`src/rtl/pwr_pkg.sv`:
```
package pwr_pkg;
  typedef enum logic [1:0] {
    TERM_NORMAL = 2'd0,
    TERM_RETRY  = 2'd1,
    TERM_DISC   = 2'd2,
    TERM_ABORT  = 2'd3
  } term_e;

  typedef enum logic [1:0] {
    ST_IDLE  = 2'd0,
    ST_ISSUE = 2'd1,
    ST_WAIT  = 2'd2
  } pwr_state_e;

  localparam logic [3:0] CMD_MW  = 4'h7;
  localparam logic [3:0] CMD_MWI = 4'hF;
endpackage

```
`src/rtl/pwr_attempt_ctr.sv`:
```
module pwr_attempt_ctr #(
  parameter int MAX_ATT = 1 << 24
) (
  input  logic clk,
  input  logic rst_n,
  input  logic clear,
  input  logic inc,
  output logic at_limit
);
  localparam int CW = $clog2(MAX_ATT + 1);
  logic [CW-1:0] cnt;

  always_ff @(posedge clk) begin
    if (!rst_n || clear) cnt <= '0;
    else if (inc)        cnt <= cnt + 1'b1;
  end

  assign at_limit = (cnt == CW'(MAX_ATT));

  // the budget is never exceeded
  p_cnt_bound_r9: assert property (@(posedge clk) disable iff (!rst_n)
    cnt <= CW'(MAX_ATT));
  // a clear always brings the count back to zero
  p_cnt_restart_r10: assert property (@(posedge clk) disable iff (!rst_n)
    clear |=> !at_limit);
endmodule

```
`src/rtl/pwr_next_calc.sv`:
```
module pwr_next_calc
  import pwr_pkg::*;
#(
  parameter int AW = 32,
  parameter int LW = 8
) (
  input  logic [AW-1:0] cur_addr,
  input  logic [3:0]    cur_cmd,
  input  logic [LW-1:0] cur_rem,
  input  logic [1:0]    code,
  input  logic [LW-1:0] dw,
  output logic [AW-1:0] nxt_addr,
  output logic [3:0]    nxt_cmd,
  output logic [LW-1:0] nxt_rem,
  output logic          finished,
  output logic          aborted,
  output logic          leftover
);
  always_comb begin
    nxt_addr = cur_addr;
    nxt_cmd  = cur_cmd;
    nxt_rem  = cur_rem;
    finished = 1'b0;
    aborted  = 1'b0;
    leftover = 1'b0;
    case (term_e'(code))
      TERM_NORMAL: finished = 1'b1;
      TERM_RETRY:  leftover = 1'b1;
      TERM_DISC: begin
        if (dw >= cur_rem) begin
          finished = 1'b1;
        end else begin
          leftover = 1'b1;
          nxt_addr = cur_addr + (AW'(dw) << 2);
          nxt_rem  = cur_rem - dw;
          if (dw != '0 && cur_cmd == CMD_MWI) nxt_cmd = CMD_MW;
        end
      end
      default: aborted = 1'b1;
    endcase
  end
endmodule

```
`src/rtl/pwr_err_report.sv`:
```
module pwr_err_report (
  input  logic clk,
  input  logic rst_n,
  input  logic abort_ev,
  input  logic nodeliv_ev,
  input  logic serr_en,
  input  logic nodeliv_dis,
  output logic serr_req,
  output logic rx_tabort,
  output logic sig_serr
);
  logic fire;
  assign fire = serr_en && (abort_ev || (nodeliv_ev && !nodeliv_dis));

  always_ff @(posedge clk) begin
    if (!rst_n) begin
      serr_req  <= 1'b0;
      rx_tabort <= 1'b0;
      sig_serr  <= 1'b0;
    end else begin
      serr_req <= fire;
      if (abort_ev) rx_tabort <= 1'b1;
      if (fire)     sig_serr  <= 1'b1;
    end
  end

  // a system-error request needs the enable
  p_serr_needs_en_r8: assert property (@(posedge clk) disable iff (!rst_n)
    serr_req |-> $past(serr_en));
  // a request is always mirrored in the sticky status
  p_sig_follows_r8: assert property (@(posedge clk) disable iff (!rst_n)
    serr_req |-> sig_serr);
  // a non-delivery request is blocked by the disable bit
  p_nodeliv_gate_r9: assert property (@(posedge clk) disable iff (!rst_n)
    (serr_req && !$past(abort_ev)) |-> !$past(nodeliv_dis));
endmodule

```
`src/rtl/pwr_redeliver_ctrl.sv`:
```
module pwr_redeliver_ctrl
  import pwr_pkg::*;
#(
  parameter int AW      = 32,
  parameter int LW      = 8,
  parameter int MAX_ATT = 1 << 24
) (
  input  logic          clk,
  input  logic          rst_n,
  input  logic          cfg_serr_en,
  input  logic          cfg_nodeliv_dis,
  input  logic          ent_valid,
  output logic          ent_ready,
  input  logic [AW-1:0] ent_addr,
  input  logic [3:0]    ent_cmd,
  input  logic [3:0]    ent_be,
  input  logic [LW-1:0] ent_len,
  output logic          att_valid,
  input  logic          att_ready,
  output logic [AW-1:0] att_addr,
  output logic [3:0]    att_cmd,
  output logic [3:0]    att_be,
  output logic [LW-1:0] att_len,
  input  logic          term_valid,
  input  logic [1:0]    term_code,
  input  logic [LW-1:0] term_dw,
  output logic          done_pulse,
  output logic          done_flushed,
  output logic          serr_req,
  output logic          sts_rx_tabort,
  output logic          sts_sig_serr
);
  pwr_state_e    state;
  logic [AW-1:0] cur_addr, nxt_addr;
  logic [3:0]    cur_cmd, nxt_cmd, cur_be;
  logic [LW-1:0] cur_rem, nxt_rem;
  logic          finished, aborted, leftover, at_limit;
  logic          ent_fire, att_fire, take, fail;

  assign ent_ready = (state == ST_IDLE);
  assign att_valid = (state == ST_ISSUE);
  assign ent_fire  = ent_valid && ent_ready;
  assign att_fire  = att_valid && att_ready;
  assign take      = (state == ST_WAIT) && term_valid;
  assign fail      = take && leftover && at_limit;

  assign att_addr = cur_addr;
  assign att_cmd  = cur_cmd;
  assign att_be   = cur_be;
  assign att_len  = cur_rem;

  pwr_next_calc #(.AW(AW), .LW(LW)) u_calc (
    .cur_addr(cur_addr), .cur_cmd(cur_cmd), .cur_rem(cur_rem),
    .code(term_code), .dw(term_dw),
    .nxt_addr(nxt_addr), .nxt_cmd(nxt_cmd), .nxt_rem(nxt_rem),
    .finished(finished), .aborted(aborted), .leftover(leftover)
  );

  pwr_attempt_ctr #(.MAX_ATT(MAX_ATT)) u_ctr (
    .clk(clk), .rst_n(rst_n), .clear(ent_fire), .inc(att_fire),
    .at_limit(at_limit)
  );

  pwr_err_report u_err (
    .clk(clk), .rst_n(rst_n),
    .abort_ev(take && aborted), .nodeliv_ev(fail),
    .serr_en(cfg_serr_en), .nodeliv_dis(cfg_nodeliv_dis),
    .serr_req(serr_req), .rx_tabort(sts_rx_tabort), .sig_serr(sts_sig_serr)
  );

  always_ff @(posedge clk) begin
    if (!rst_n) begin
      state        <= ST_IDLE;
      cur_addr     <= '0;
      cur_cmd      <= '0;
      cur_be       <= '0;
      cur_rem      <= '0;
      done_pulse   <= 1'b0;
      done_flushed <= 1'b0;
    end else begin
      done_pulse   <= 1'b0;
      done_flushed <= 1'b0;
      case (state)
        ST_IDLE: if (ent_fire) begin
          cur_addr <= ent_addr;
          cur_cmd  <= ent_cmd;
          cur_be   <= ent_be;
          cur_rem  <= ent_len;
          state    <= ST_ISSUE;
        end
        ST_ISSUE: if (att_fire) state <= ST_WAIT;
        ST_WAIT: if (take) begin
          if (finished || aborted || fail) begin
            state        <= ST_IDLE;
            done_pulse   <= 1'b1;
            done_flushed <= aborted || fail;
          end else begin
            cur_addr <= nxt_addr;
            cur_cmd  <= nxt_cmd;
            cur_rem  <= nxt_rem;
            state    <= ST_ISSUE;
          end
        end
        default: state <= ST_IDLE;
      endcase
    end
  end

  // no second request before the termination of the first
  p_single_outstanding_r2: assert property (@(posedge clk) disable iff (!rst_n)
    att_fire |=> !att_valid);
  // a retry re-drives the same address and count
  p_retry_addr_r4: assert property (@(posedge clk) disable iff (!rst_n)
    (take && term_code == TERM_RETRY && !at_limit)
      |=> (att_valid && $stable(att_addr) && $stable(att_len)));
  // partial delivery leaves no invalidate command behind
  p_mwi_drop_r6: assert property (@(posedge clk) disable iff (!rst_n)
    (take && term_code == TERM_DISC && term_dw != '0 && term_dw < cur_rem && !at_limit)
      |=> att_cmd != CMD_MWI);
  // a retired entry leaves the controller idle
  p_done_idle_r3: assert property (@(posedge clk) disable iff (!rst_n)
    done_pulse |-> ent_ready);
  // an abort always flushes
  p_abort_flush_r8: assert property (@(posedge clk) disable iff (!rst_n)
    (take && term_code == TERM_ABORT) |=> (done_pulse && done_flushed));
endmodule

```
`config.mk`:
```
export PLATFORM = sky130hd
export DESIGN_NAME = pwr_redeliver_ctrl
export DESIGN_NICKNAME = d
export VERILOG_FILES = /design/src/rtl/pwr_pkg.sv /design/src/rtl/pwr_attempt_ctr.sv /design/src/rtl/pwr_next_calc.sv /design/src/rtl/pwr_err_report.sv /design/src/rtl/pwr_redeliver_ctrl.sv
export SDC_FILE = /design/constraint.sdc
export NUM_CORES = 1
export LEC_CHECK = 0
export BUFFER_PORTS_ARGS = -buffer_cell sky130_fd_sc_hd__buf_2
export CORE_MARGIN = 2
export CORE_UTILIZATION = 44
export CTS_CLUSTER_DIAMETER = 80
export DETAILED_ROUTE_END_ITERATION = 7
export PLACE_DENSITY = 0.7
export SLEW_MARGIN = 20
export SYNTH_ARGS = -nofsm -noshare
export SYNTH_HDL_FRONTEND = slang
export SYNTH_SLANG_ARGS = --single-unit
```
`constraint.sdc`:
```
create_clock -name clk -period 2.7 [get_ports clk]
set_input_delay 0.405 -clock clk [delete_from_list [all_inputs] [get_ports clk]]
set_output_delay 0.405 -clock clk [all_outputs]
set_load 0.02 [all_outputs]
```
* Word level (Yosys, flattened, before mapping) *
Index checks and enable logic that the tools add are counted.

word-level totals
  register bits after elaboration = 80
  input bits = 65
  output and inout bits = 55
  logic and storage cells = 85

cells by class
  add/subtract/negate cells = 3
  magnitude comparators = 1
  equal/unequal tests = 13
  mux-type cells = 30
  reductions and logical operators = 27

operators with widths
  kind                                                    number
  2-to-1 mux 32 bit                                       5
  one-hot mux 32 bit (2 select lines)                     1
  2-to-1 mux 8 bit                                        5
  adder 32 x 10 -> 32 bit                                 1
  adder 25 x 1 -> 25 bit (second input constant)          1
  equality test 25 bit (second input constant)            1
  2-to-1 mux 4 bit                                        6
  one-hot mux 8 bit (2 select lines)                      1
  logical AND 1 bit                                       9
  greater-or-equal comparator 8 bit                       1
  inequality test 2 x 1 -> 1 bit (second input constant)  4
  one-hot mux 4 bit (2 select lines)                      1
  nonzero test 8 bit                                      1
  subtractor 8 bit                                        1
  AND reduction 7 bit                                     1
  2-to-1 mux 2 bit                                        3
  inequality test 2 bit (second input constant)           3
  one-hot mux 2 bit (3 select lines)                      1
  AND reduction 3 bit                                     2
  AND reduction 6 bit                                     1
  logical OR 1 bit                                        5
  2-to-1 mux 1 bit                                        5
  equality test 2 x 1 -> 1 bit (second input constant)    2
  equality test 2 bit (second input constant)             2
  other kinds (8)                                         11

* Logic depth before layout (Yosys ltp) *
Gate-level depths: netlist of run 1.

  depth after elaboration = 9
  depth in mapped cells = 11
  gate-level depth less buffers = 9

* Cells and area by module *
Synthesis of run 1 repeated with hierarchy kept, for this count alone.

unflattened totals
  cells, all modules = 621
  area total of the unflattened synthesis = 5639.2 µm²

by module, submodules not included
  module              times used  cells each  area an instance (µm²)  sequential area each (µm²)
  pwr_redeliver_ctrl  1           240         2697.6                  1041.0
  pwr_next_calc       1           227         1609.0                  0.0
  pwr_attempt_ctr     1           143         1217.4                  500.5
  pwr_err_report      1           11          115.1                   60.1

* Least setup slack after synthesis of run 1 *
OpenSTA, ideal clock, no wires.

  kind = reg2reg
  start = register cur_rem[0], in the netlist att_len[0]
  end = register cur_addr[21], in the netlist att_addr[21]
  setup time = 120 ps
  arrival time = 2673 ps
  data required time = 2580 ps
  path slack = -93 ps
  stages on the path, launching flop included = 10
  buffers on the path = 0
  clock period less this slack = 2793 ps
  cell sequence = dfxtp_1 > inv_1 > ha_1 > fa_1 > nand2b_1 > a211oi_2 > o22ai_1 > or4_4 > a31o_1 > o31a_1

between the ends
  word-level cells in the longest chain between the ends = 8
  elaborated cells on any way between the ends = 12
  classes of those cells = 1 x order compare; 2 x eq/ne; 4 x mux; 5 x reduce/logical

ends and longest elaborated chain
  what                                    line                       source
  from (decl)                             pwr_redeliver_ctrl.sv:36   logic [LW-1:0] cur_rem, nxt_rem;
  from (signal assigned)                  pwr_redeliver_ctrl.sv:88   cur_rem <= ent_len;
  from (signal assigned)                  pwr_redeliver_ctrl.sv:100  cur_rem <= nxt_rem;
  greater-or-equal comparator 8 bit *     pwr_next_calc.sv:30        if (dw >= cur_rem) begin
  2-to-1 mux 1 bit                        pwr_next_calc.sv:30
  one-hot mux 1 bit (2 select lines)      pwr_next_calc.sv:26        case (term_e'(code))
  logical AND 1 bit (2 in series)         pwr_redeliver_ctrl.sv:45   assign fail = take && leftover && at_limit;
  logical OR 1 bit                        pwr_redeliver_ctrl.sv:93   if (finished || aborted || fail) begin
  inequality test 2 bit (no source line)  -
  AND reduction 6 bit (no source line) *  -
  to (signal assigned)                    pwr_redeliver_ctrl.sv:85   cur_addr <= ent_addr;
  to (signal assigned)                    pwr_redeliver_ctrl.sv:98   cur_addr <= nxt_addr;
  to (decl)                               pwr_redeliver_ctrl.sv:34   logic [AW-1:0] cur_addr, nxt_addr;

Mark *: on every way between the ends. The rest lies on a longest branch, timed or not.
A chain may end at the register's enable or synchronous reset.

* Final worst setup path of run 1 *
  start = register cur_rem[0], in the netlist att_len[0]
  end = register cur_addr[18], in the netlist att_addr[18]

The elaborated chain is that of the path after synthesis.

==> results of run 1 <==
[logic make-up after synthesis]
family	after synthesis
compound gates	178
xor+xnor	28
fa+ha+maj	24
buf+inv	57
flops	80
mux	2
simple gates	238
[worst register-to-register path: cells and delay by family (launching register included)]
family / cells / cell delay [ps]
buffers and inverters: 2 / 210
and+or+nand+nor: 2 / 250
AOI/OAI and AO/OA: 4 / 1170
adders and majority gates: 2 / 530
DFF: 1 / 350
[layout make-up]
class | count | area [µm²] | share of cell area (%)
multi-input cells | 470 | 3120 | 51.7
well taps | 140 | 175 | 2.91
clock buffers | 9 | 124 | 2.06
repair buffers | 148 | 855 | 14.2
flip-flops and latches | 80 | 1610 | 26.7
inverters | 21 | 78.8 | 1.31
clock inverters | 7 | 70.1 | 1.16
[repair_timing]
action / in CTS / in global routing
setup buffers: 1 / 0
setup endpoints to repair: 5 / 13
pin swaps: 1 / 4
gates resized for setup: 3 / 4
[sequential cells by signal, indices dropped and copies added, names as in the netlist]
register and count:
done_flushed 1, att_addr 32, att_cmd 4, done_pulse 1, u_ctr.cnt 25, state 2
att_be 4, att_len 8, u_err.serr_req 1, u_err.sig_serr 1, u_err.rx_tabort 1
[cells in the mapped netlist (all sizes together), types with 7 or more instances]
| cell | n |
|---|---|
| nor3 | 10 |
| and4 | 9 |
| o211a | 15 |
| clkbuf | 26 |
| xnor2 | 11 |
| ha | 22 |
| a21boi | 11 |
| nand2 | 78 |
| nand3 | 15 |
| and3 | 13 |
| a21oi | 29 |
| xor2 | 17 |
| nor4 | 8 |
| nand4 | 16 |
| inv | 21 |
| a31oi | 12 |
| buf | 10 |
| o21ai | 29 |
| o211ai | 10 |
| dfxtp | 80 |
| nor2b | 7 |
| nor2 | 59 |
| o21a | 9 |
| a211oi | 11 |
| and2 | 7 |
[how the worst max path moves through the flow]
stage	start	to	slack [ps]
floorplan	att_len[0]	att_addr[21]	30
global placement	term_dw[0]	att_addr[21]	-140
detailed placement	term_dw[0]	att_addr[21]	-180
CTS	att_len[0]	att_addr[21]	50
global route	att_len[0]	att_addr[24]	10
finish	att_len[0]	att_addr[18]	100
[per-stage QoR]
| stage | setup WS, ps | hold slack (ps) | std cells | cell area [µm²] |
|---|---|---|---|---|
| floorplan | 28.4 | 467 | 607 | 4900 |
| global placement | -139 | 449 | 858 | 5790 |
| detailed placement | -181 | 457 | 858 | 5790 |
| CTS | 52.9 | 258 | 875 | 6010 |
| global route | 12.1 | 263 | 875 | 6030 |
| finish | 104 | 275 | 875 | 6030 |
[routing by layer]
metal | vias to the layer above | wire (µm)
li1 | 2468 | -
met1 | 2367 | 6100
met2 | 152 | 6690
met3 | 19 | 800
met4 | 0 | 235
met5 | - | 0
[power groups by stage]
| stage | logic, µW | registers, µW | clock network (µW) |
|---|---|---|---|
| 2_1_floorplan | 412 | 1400 | 0 |
| 3_3_place_gp | 731 | 1340 | 0 |
| 3_5_place_dp | 747 | 1340 | 0 |
| 4_1_cts | 757 | 1310 | 947 |
| 5_1_grt | 839 | 1320 | 996 |
| 6_report | 763 | 1310 | 915 |
==> out/results.md, run 1 <==
* **Data required, critical path** 2970 ps
* **share of cells above drive strength 1** 26.0%
* **Unique masters post-synth** 64
* **synthesized area per cell** 8.05 µm²
* **number of standard cells after synthesis** 607
* **Setup Skew** 13.0 ps
* **P_leak** 0.00276 µW
* **sw power** 995 µW
* **xor/xnor cell area share of the yosys netlist** 5.02%
* **Buffers on Ports** 119
* **Routed wire per std cell** 15.8 µm
* **total wirelength of the detailed-routed design** 13800 µm
* **fill cell instance count of the final layout** 1003
* **GRT Total Usage** 23.2%
* **number of register bits inferred by synthesis** 80
* **share of synthesized cell area in and, or, nand and nor gates** 23.9%
* **cell type with the highest aggregate area in the netlist** sky130_fd_sc_hd__dfxtp_1
* **final cycle utilization of the critical path** 96.2%
* **met3 usage** 4.86%
* **CTS H-tree lvls** 3
* **actual transition at the worst max-transition pin** 823 ps
* **largest family of logic cells by synthesized area** compound AO/OA/AOI/OAI gates
* **slack of the worst reg-to-reg path** 100 ps
* **worst flop-to-flop path endpoint** att_addr[18]
* **commonest non-fill, non-tap cell in the layout** sky130_fd_sc_hd__buf_2
* **RSZ-0062 raised after global routing** no
* **total count of hold-check failures in the final report** 0
* **vias in the first global route** 4707
* **Sw Share** 33.2%
* **Tot Pwr** 2990 µW
* **fraction of met2 tracks used by global routing** 39.4%
* **floorplan row count** 38
* **first-pass detailed-route iteration total** 5
* **commonest register cell after synthesis** sky130_fd_sc_hd__dfxtp_1
* **initial antenna violation count** 0
* **crit-path max FO** 24
* **net count of the finished layout** 819
* **Post-Synthesis Cell Area** 4880 µm²
* **Final min period** 2600 ps
* **buffers and inverters on the worst path** 2
* **routability cong.** 0.985
* **yosys warns** 0
* **multiplexer share of the synthesized area** 0.461%
* **Reg-to-Reg Start** att_len[0]
* **highest-delay cell along the critical path** sky130_fd_sc_hd__o41a_2
* **max-cap viol count** 0
* **Critical Path Start Type** flip-flop
* **pin count of the biggest net entering global routing** 53
* **category of the worst setup path capture point** flip-flop
* **endpoint of the worst hold-timing path** att_be[0]
* **share of async-settable or async-resettable flops after synthesis** 0%
* **share of total power in combinational logic** 25.5%
* **CP Cell Sequence** inv_1 -> ha_2 -> fa_2 -> nand2b_4 -> a211oi_4 -> o22ai_4 -> o41a_2 -> buf_12 -> a211oi_2 -> nor3b_1
* **x dimension of the die** 109 µm
* **busiest metal layer after global routing** met2
* **total power per unit cell area** 497 nW/µm²
* **area fraction in compound gates after synthesis** 26.7%
* **number of nets in the synthesized netlist** 696
* **proportion of synthesized chip area in sequential cells** 32.8%
* **Worst Hold Launch** ent_be[0]
* **clock root buffer** sky130_fd_sc_hd__clkbuf_8
* **number of buffers added to fix hold violations after cts** 0
* **kind of critical path** flip-flop to flip-flop
* **Std-Cell Core Area** 10800 µm²
* **portion of synthesized cell area occupied by the leading cell type** 32.8%
* **final core occ** 55.6%
* **Top Ports** 120
* **cell family with most CP delay** compound AO/OA/AOI/OAI gates
* **number of enable-type register cells in the synthesized netlist** 0
* **total overflow reported by the global router** 0
* **via count of the routed design** 5006
* **TritonCTS clock tree** yes
* **arrival time of the worst setup path** 2860 ps
* **full die area** 12000 µm²
* **area added between synthesis and finish** 23.4%
* **number of buffers inserted during clock tree synthesis** 9
* **Internal** 2000 µW
* **register clock-pin slew on the reported worst setup and hold paths** 90 ps
* **biggest area contributors in the synthesized netlist** sky130_fd_sc_hd__dfxtp_1 (33%), sky130_fd_sc_hd__nand2_1 (6.0%), sky130_fd_sc_hd__ha_1 (5.6%), sky130_fd_sc_hd__nor2_1 (4.5%), sky130_fd_sc_hd__o211a_1 (3.1%)
* **slowest cell delay on critical path** 510 ps
* **count of cells along the worst hold path** 3
* **relative slew slack** 45.0%
* **summed negative setup slack over all endpoints** 0 ps
* **final setup fails** 0
* **share of power burned in registers** 43.9%
* **final number of max-transition violations** 0
* **HPWL after detailed placement** 10100 µm
* **Antenna Diode Count** 0
* **Detail Route Antenna Nets** 0
* **met1 usage** 29.3%
* **residual DRC count** 0
* **post-DR vias/cell** 5.72
* **worst-case vdd ir drop** 0.296 mV
* **global-route wire length before repair** 22100 µm
* **count of cells along the worst register-to-register path** 10
* **clock group share of total power** 30.6%
* **status** complete, no violations
* **achievable frequency** 0.385 GHz
* **CTS max path bufs** 2
* **initial standard-cell utilization of the core** 45.0%
* **DRC marker count from the first detailed-route iteration** 351
* **class of the tightest hold or removal check** input port to flip-flop
* **leading cell types in the layout, fill and taps excluded** sky130_fd_sc_hd__buf_2 (119), sky130_fd_sc_hd__nand2_1 (78), sky130_fd_sc_hd__dfxtp_1 (78)
* **die boundary height** 109 µm
* **clock tree sinks** 80
* **critical path depth in cells** 10
* **adder-cell area share of the yosys netlist** 6.46%
* **worst-skew pair later-pin latency** 380 ps
Note: power is estimated with default switching activity, not from simulation.
==> inputs of run 2 (changes only) <==
==> constraint.sdc (replaced) <==
create_clock -name clk -period 2.7 [get_ports clk]
set_input_delay 0.405 -clock clk [delete_from_list [all_inputs] [get_ports clk]]
set_output_delay 0.405 -clock clk [all_outputs]
set_load 0.05 [all_outputs]
==> run 2 against run 1 <==
Compared with the run above:
- via count grew 0.86%
- critical path depth fell by 1
- non-clock buffer count is 1 higher
- maximum frequency decreased by 1.7%
- sequential power is essentially flat
- critical endpoint is now att_addr[11]
- largest power group unchanged
==> out/results.md, run 2 (synthesized netlist as in run 1, its figures left out) <==
* **status** complete, no violations
* **total count of hold-check failures in the final report** 0, unchanged
* **Critical Path Start Type** flip-flop
* **Detail Route Antenna Nets** 0, unchanged
* **clock root buffer** sky130_fd_sc_hd__clkbuf_8
* **Data required, critical path** 2970 ps, about the same
* **register clock-pin slew on the reported worst setup and hold paths** 90 ps, about the same
* **full die area** 12000 µm², unchanged
* **RSZ-0062 raised after global routing** no
* **fill cell instance count of the final layout** 1029, +2.6%
* **count of cells along the worst register-to-register path** 9, -1
* **net count of the finished layout** 820, +0.12%
* **share of total power in combinational logic** 29.4%, +3.9 points
* **via count of the routed design** 5049, +0.86%
* **Reg-to-Reg Start** att_len[0]
* **achievable frequency** 0.379 GHz, -1.7%
* **worst-case vdd ir drop** 0.450 mV, +52%
* **CTS max path bufs** 2, unchanged
* **sw power** 1140 µW, +15%
* **slack of the worst reg-to-reg path** 60 ps, -40 ps
* **Internal** 2020 µW, +1.1%
* **Antenna Diode Count** 0, unchanged
* **arrival time of the worst setup path** 2910 ps, +50 ps
* **die boundary height** 109 µm, unchanged
* **clock group share of total power** 29.0%, -1.6 points
* **x dimension of the die** 109 µm, unchanged
* **clock tree sinks** 80, unchanged
* **worst flop-to-flop path endpoint** att_addr[11]
* **final setup fails** 0, unchanged
* **initial antenna violation count** 0, unchanged
* **DRC marker count from the first detailed-route iteration** 339, -3.4%
* **share of power burned in registers** 41.6%, -2.3 points
* **final number of max-transition violations** 0, unchanged
* **commonest non-fill, non-tap cell in the layout** sky130_fd_sc_hd__buf_2
* **class of the tightest hold or removal check** input port to flip-flop
* **Std-Cell Core Area** 10800 µm², unchanged
* **final cycle utilization of the critical path** 97.8%, +1.6 points
* **pin count of the biggest net entering global routing** 45, -15%
* **Buffers on Ports** 119, unchanged
* **area added between synthesis and finish** 23.5%
* **first-pass detailed-route iteration total** 5, unchanged
* **category of the worst setup path capture point** flip-flop
* **max-cap viol count** 0, unchanged
* **residual DRC count** 0, unchanged
* **P_leak** 0.00277 µW, +0.28%
* **number of buffers inserted during clock tree synthesis** 9, unchanged
* **global-route wire length before repair** 22200 µm, +0.19%
* **Setup Skew** 13.0 ps, +0.0855 ps
* **floorplan row count** 38, unchanged
* **CP Cell Sequence** inv_1 -> ha_2 -> fa_2 -> nand2b_4 -> a211oi_4 -> o22ai_4 -> o41a_2 -> buf_12 -> o32ai_1
* **share of cells above drive strength 1** 26.1%, +0.10 points
* **relative slew slack** 46.2%, +1.2 points
* **number of non-filler instances in the completed layout** 876, +0.11%
* **initial standard-cell utilization of the core** 45.0%, unchanged
* **routability cong.** 0.992, +0.74%
* **multi-input combinational cell area** 3120 µm², +0.24%
* **number of buffers added to fix hold violations after cts** 0, unchanged
* **Sw Share** 36.1%, +2.9 points
* **leading cell types in the layout, fill and taps excluded** sky130_fd_sc_hd__buf_2 (120), sky130_fd_sc_hd__nand2_1 (78), sky130_fd_sc_hd__dfxtp_1 (78)
* **number of flip-flops in the largest register** 32, unchanged
* **kind of critical path** flip-flop to flip-flop
* **HPWL after detailed placement** 10400 µm, +2.5%
* **Top Ports** 120, unchanged
* **actual transition at the worst max-transition pin** 806 ps, -17.4 ps
* **capture point of the critical path** att_addr[11]
* **vias in the first global route** 4690, -0.36%
* **worst-skew pair later-pin latency** 380 ps, about the same
* **crit-path max FO** 24, unchanged
* **CTS H-tree lvls** 3, unchanged
* **highest-delay cell along the critical path** sky130_fd_sc_hd__o41a_2
* **GRT Total Usage** 23.4%, +0.21 points
* **summed negative setup slack over all endpoints** 0 ps, unchanged
* **area of all placed cells without fillers** 6030 µm², +0.10%
* **Post-DP Area** 5760 µm², -0.52%
* **post-DR vias/cell** 5.76, +0.74%
* **DP Cell Count** 855, -0.35%
* **slowest cell delay on critical path** 510 ps, about the same
* **Routed wire per std cell** 16.3 µm, +3.1%
* **total overflow reported by the global router** 0, unchanged
* **total wirelength of the detailed-routed design** 14300 µm, +3.2%
* **TritonCTS clock tree** yes
* **final core occ** 55.6%, +0.058 points
* **Final min period** 2640 ps, +44.0 ps
* **flip-flop and latch area** 1610 µm², unchanged
* **total power per unit cell area** 524 nW/µm², +5.5%
* **startpoint of the worst setup timing path** att_len[0]
run 2: cell count changes in the layout (fill, tap and decap cells not counted), sizes merged:
cell	previous run	this run
clkinv	3	5
clkbuf	9	10
clkinvlp	1	0
buf	148	149
inv	23	21
run 2: worst max-delay path: cells and delay by family, from the launching register on:
kind	cells	cell delay, ps
buffers and inverters	2	210
AOI/OAI and AO/OA	4	1260
and+or+nand+nor	1	170
DFF	1	360
adders and majority gates	2	520
run 2: stage by stage:
stage / hold WS (ps) / worst slack [ps] / total power (µW)
floorplan: 467 / 11.7 / 1960
finish: 278 / 59.9 / 3160
global route: 284 / 13.6 / 3310
CTS: 272 / 2.39 / 3140
global placement: 447 / -98.0 / 2220
detailed placement: 462 / -160 / 2240
run 2: worst min path at each step:
| stage | startpoint | endpoint | slack (ps) | cells past startpoint |
|---|---|---|---|---|
| 4_1_cts | ent_be[1] | att_be[1] | 270 | 3 |
| 5_1_grt | ent_addr[7] | att_addr[7] | 280 | 3 |
| 2_1_floorplan | u_ctr.cnt[14] | u_ctr.cnt[14] | 470 | 2 |
| 3_3_place_gp | att_addr[1] | att_addr[1] | 450 | 2 |
| 3_5_place_dp | att_be[1] | att_be[1] | 460 | 2 |
| 6_report | ent_be[1] | att_be[1] | 280 | 3 |
run 2: final cells by class:
cell class / count / share of cell area, %
Sequential cell: 80 / 26.6
Clock inverter: 6 / 0.975
Timing Repair Buffer: 149 / 14.1
Clock buffer: 10 / 2.28
Multi-Input combinational cell: 470 / 51.8
Tap cell: 140 / 2.90
Inverter: 21 / 1.31
run 2: timing repair:
| item | in CTS | in global routing |
|---|---|---|
| gates resized for setup | 1 | 6 |
| setup buffers | 0 | 4 |
| pin swaps | 0 | 5 |
| endpoints found under the setup margin | 2 | 36 |
| gates cloned | 0 | 1 |
run 2: metal layers:
metal	track usage [%]	routed length, µm	share of wire, %
met2	38.8	6880	48
met3	4.74	919	6.4
met1	29.5	6160	43
met4	9.76	315	2.2
met5	0	0	0
run 2: power groups by stage:
stage / Clock, µW / Sequential (µW) / Combinational [µW]
after floorplan: 0 / 1540 / 421
after global placement: 0 / 1340 / 879
after detailed placement: 0 / 1340 / 896
after CTS: 927 / 1310 / 902
after global routing: 979 / 1320 / 1000
final: 917 / 1320 / 929
==> inputs of run 3 (changes only) <==
- CORE_UTILIZATION: 44 -> 49
- GPL_TIMING_DRIVEN: default -> 0
- PLACE_DENSITY: 0.7 -> 0.77
==> run 3 against run 2 <==
Compared with the run above:
- worst hold slack improved by 14 ps
- clock skew rose by 3.0 ps
- register-to-register slack improved by 20 ps
- design area fell by 0.89%
- critical path type unchanged
==> out/results.md, run 3 (synthesized netlist as in run 1, its figures left out) <==
* **status** complete, no violations
* **clock tree sinks** 80, unchanged
* **CTS max path bufs** 2, unchanged
* **HPWL after detailed placement** 11300 µm, +8.7%
* **DP Cell Count** 859, +0.47%
* **DRC marker count from the first detailed-route iteration** 363, +7.1%
* **global-route wire length before repair** 24100 µm, +8.5%
* **full die area** 10800 µm², -9.8%
* **Critical Path Start Type** flip-flop
* **slowest cell delay on critical path** 520 ps, about the same
* **crit-path max FO** 10, -58%
* **arrival time of the worst setup path** 2860 ps, -50 ps
* **total wirelength of the detailed-routed design** 15300 µm, +6.8%
* **net count of the finished layout** 828, +0.98%
* **Top Ports** 120, unchanged
* **worst-skew pair later-pin latency** 370 ps, about the same
* **initial antenna violation count** 0, unchanged
* **vias in the first global route** 5024, +7.1%
* **count of cells along the worst register-to-register path** 10, +1
* **Buffers on Ports** 119, unchanged
* **area added between synthesis and finish** 22.4%
* **busiest metal layer after global routing** met2
* **number of buffers inserted during clock tree synthesis** 9, unchanged
* **kind of critical path** flip-flop to flip-flop
* **final setup fails** 0, unchanged
* **post-DR vias/cell** 5.95, +3.3%
* **category of the worst setup path capture point** flip-flop
* **relative slew slack** 54.7%, +8.6 points
* **worst-case vdd ir drop** 0.285 mV, -37%
* **critical path depth in cells** 10, +1
* **CTS H-tree lvls** 3, unchanged
* **leading cell types in the layout, fill and taps excluded** sky130_fd_sc_hd__buf_2 (121), sky130_fd_sc_hd__nand2_1 (78), sky130_fd_sc_hd__dfxtp_1 (78)
* **CP Cell Sequence** inv_2 -> ha_4 -> fa_2 -> nand2b_4 -> a211oi_4 -> o22ai_4 -> o41a_4 -> buf_4 -> a21oi_1 -> o32ai_2
* **GRT Total Usage** 27.5%, +4.2 points
* **first-pass detailed-route iteration total** 6, +1
* **cell family with most CP delay** compound AO/OA/AOI/OAI gates
* **met1 usage** 34.3%, +4.8 points
* **worst hold slack after final layout** 293 ps, +14.3 ps
* **buffers and inverters on the worst path** 2, unchanged
* **via count of the routed design** 5222, +3.4%
* **Std-Cell Core Area** 9730 µm², -10%
* **register clock-pin slew on the reported worst setup and hold paths** 90 ps, about the same
* **total power per unit cell area** 520 nW/µm², -0.75%
* **Data required, critical path** 2940 ps, -30 ps
* **pin count of the biggest net entering global routing** 16, -64%
* **Antenna Diode Count** 0, unchanged
* **actual transition at the worst max-transition pin** 679 ps, -127 ps
* **clock root buffer** sky130_fd_sc_hd__clkbuf_8
* **x dimension of the die** 104 µm, -5.0%
* **share of cells above drive strength 1** 23.3%, -2.8 points
* **fraction of met2 tracks used by global routing** 45.3%, +6.5 points
* **met3 usage** 4.66%, -0.085 points
* **number of flip-flops in the largest register** 32, unchanged
* **highest-delay cell along the critical path** sky130_fd_sc_hd__o41a_4
* **residual DRC count** 0, unchanged
* **class of the tightest hold or removal check** input port to flip-flop
* **number of non-filler instances in the completed layout** 877, +0.11%
* **total overflow reported by the global router** 0, unchanged
* **Final min period** 2620 ps, -20.6 ps
* **count of cells along the worst hold path** 3, unchanged
* **initial standard-cell utilization of the core** 50.2%, +5.1 points
* **number of buffers added to fix hold violations after cts** 0, unchanged
* **max-cap viol count** 0, unchanged
* **Routed wire per std cell** 17.4 µm, +6.7%
* **total count of hold-check failures in the final report** 0, unchanged
* **fill cell instance count of the final layout** 908, -12%
* **final cycle utilization of the critical path** 97.0%, -0.76 points
* **Setup Skew** 16.0 ps, +2.97 ps
* **final number of max-transition violations** 0, unchanged
* **routability cong.** 0.938, -5.4%
* **die boundary height** 104 µm, -5.0%
* **achievable frequency** 0.382 GHz, +0.79%
* **Detail Route Antenna Nets** 0, unchanged
* **commonest non-fill, non-tap cell in the layout** sky130_fd_sc_hd__buf_2
* **TritonCTS clock tree** yes
* **RSZ-0062 raised after global routing** yes
* **floorplan row count** 36, -5.3%
* **P_leak** 0.00270 µW, -2.5%
-- run 3: changes by cell type in the layout (fill, tap and decap cells not counted), sizes merged --
cell | previous run | this run
clkbuf | 10 | 36
inv | 21 | 23
bufinv | 1 | 0
buf | 149 | 131
clkinv | 5 | 2
clkinvlp | 0 | 2
-- run 3: layout make-up --
type,count,area [µm²],area share (%)
multi-input cells,470,3160,52.9
plain buffers,36,164,2.74
repair buffers,121,611,10.2
flip-flops and latches,80,1610,26.9
clock inverters,6,50.0,0.837
inverters,21,78.8,1.32
clock buffers,10,138,2.30
well taps,133,166,2.78
-- run 3: repair_timing --
item	in CTS	in global routing
resized for setup	7	16
endpoints found under the hold margin	0	0
pin swaps	1	1
cloned	0	0
endpoints found under the setup margin	28	37
buffers inserted	0	2
-- run 3: metal layers --
layer | wire length (µm) | share of wire [%] | vias to the layer above
li1 | - | - | 2489
met5 | 0 | 0 | -
met3 | 1170 | 7.7 | 50
met4 | 535 | 3.5 | 0
met1 | 6330 | 41 | 2446
met2 | 7220 | 47 | 237
-- run 3: per-stage QoR --
| step | power (µW) | utilization [%] | area (µm²) | setup TNS (ps) | setup WS [ps] |
|---|---|---|---|---|---|
| 2_1_floorplan | 1960 | - | 4910 | 0 | 11.7 |
| 3_5_place_dp | 2220 | 58.3 | 5670 | -7170 | -260 |
| 3_3_place_gp | 2190 | 58.3 | 5670 | -5020 | -198 |
| 5_1_grt | 3230 | 61.4 | 5980 | -107 | -33.2 |
| 6_report | 3110 | 61.4 | 5980 | 0 | 80.5 |
| 4_1_cts | 3080 | 60.6 | 5890 | 0 | 27.9 |
-- run 3: report_power, final --
group	internal [µW]	leakage (µW)	switching (µW)
clock network	369	0.0000895	498
logic	303	0.00195	621
registers	1250	0.000655	72.4
total	1920	0.00270	1190
-- run 3: tightest hold or removal path: stages --
cell and delay, ps:
sky130_fd_sc_hd__buf_2 100, sky130_fd_sc_hd__nand2_1 40, sky130_fd_sc_hd__a21boi_0 70
-- run 3: path summary, 6_finish.rpt --
| kind | start | end | slack (ps) |
|---|---|---|---|
| setup / recovery | att_len[0] | att_addr[10] | 80 |
| hold / removal | ent_addr[1] | att_addr[1] | 290 |
| setup reg to reg | att_len[0] | att_addr[10] | 80 |
| hold reg to reg | att_be[1] | att_be[1] | 480 |
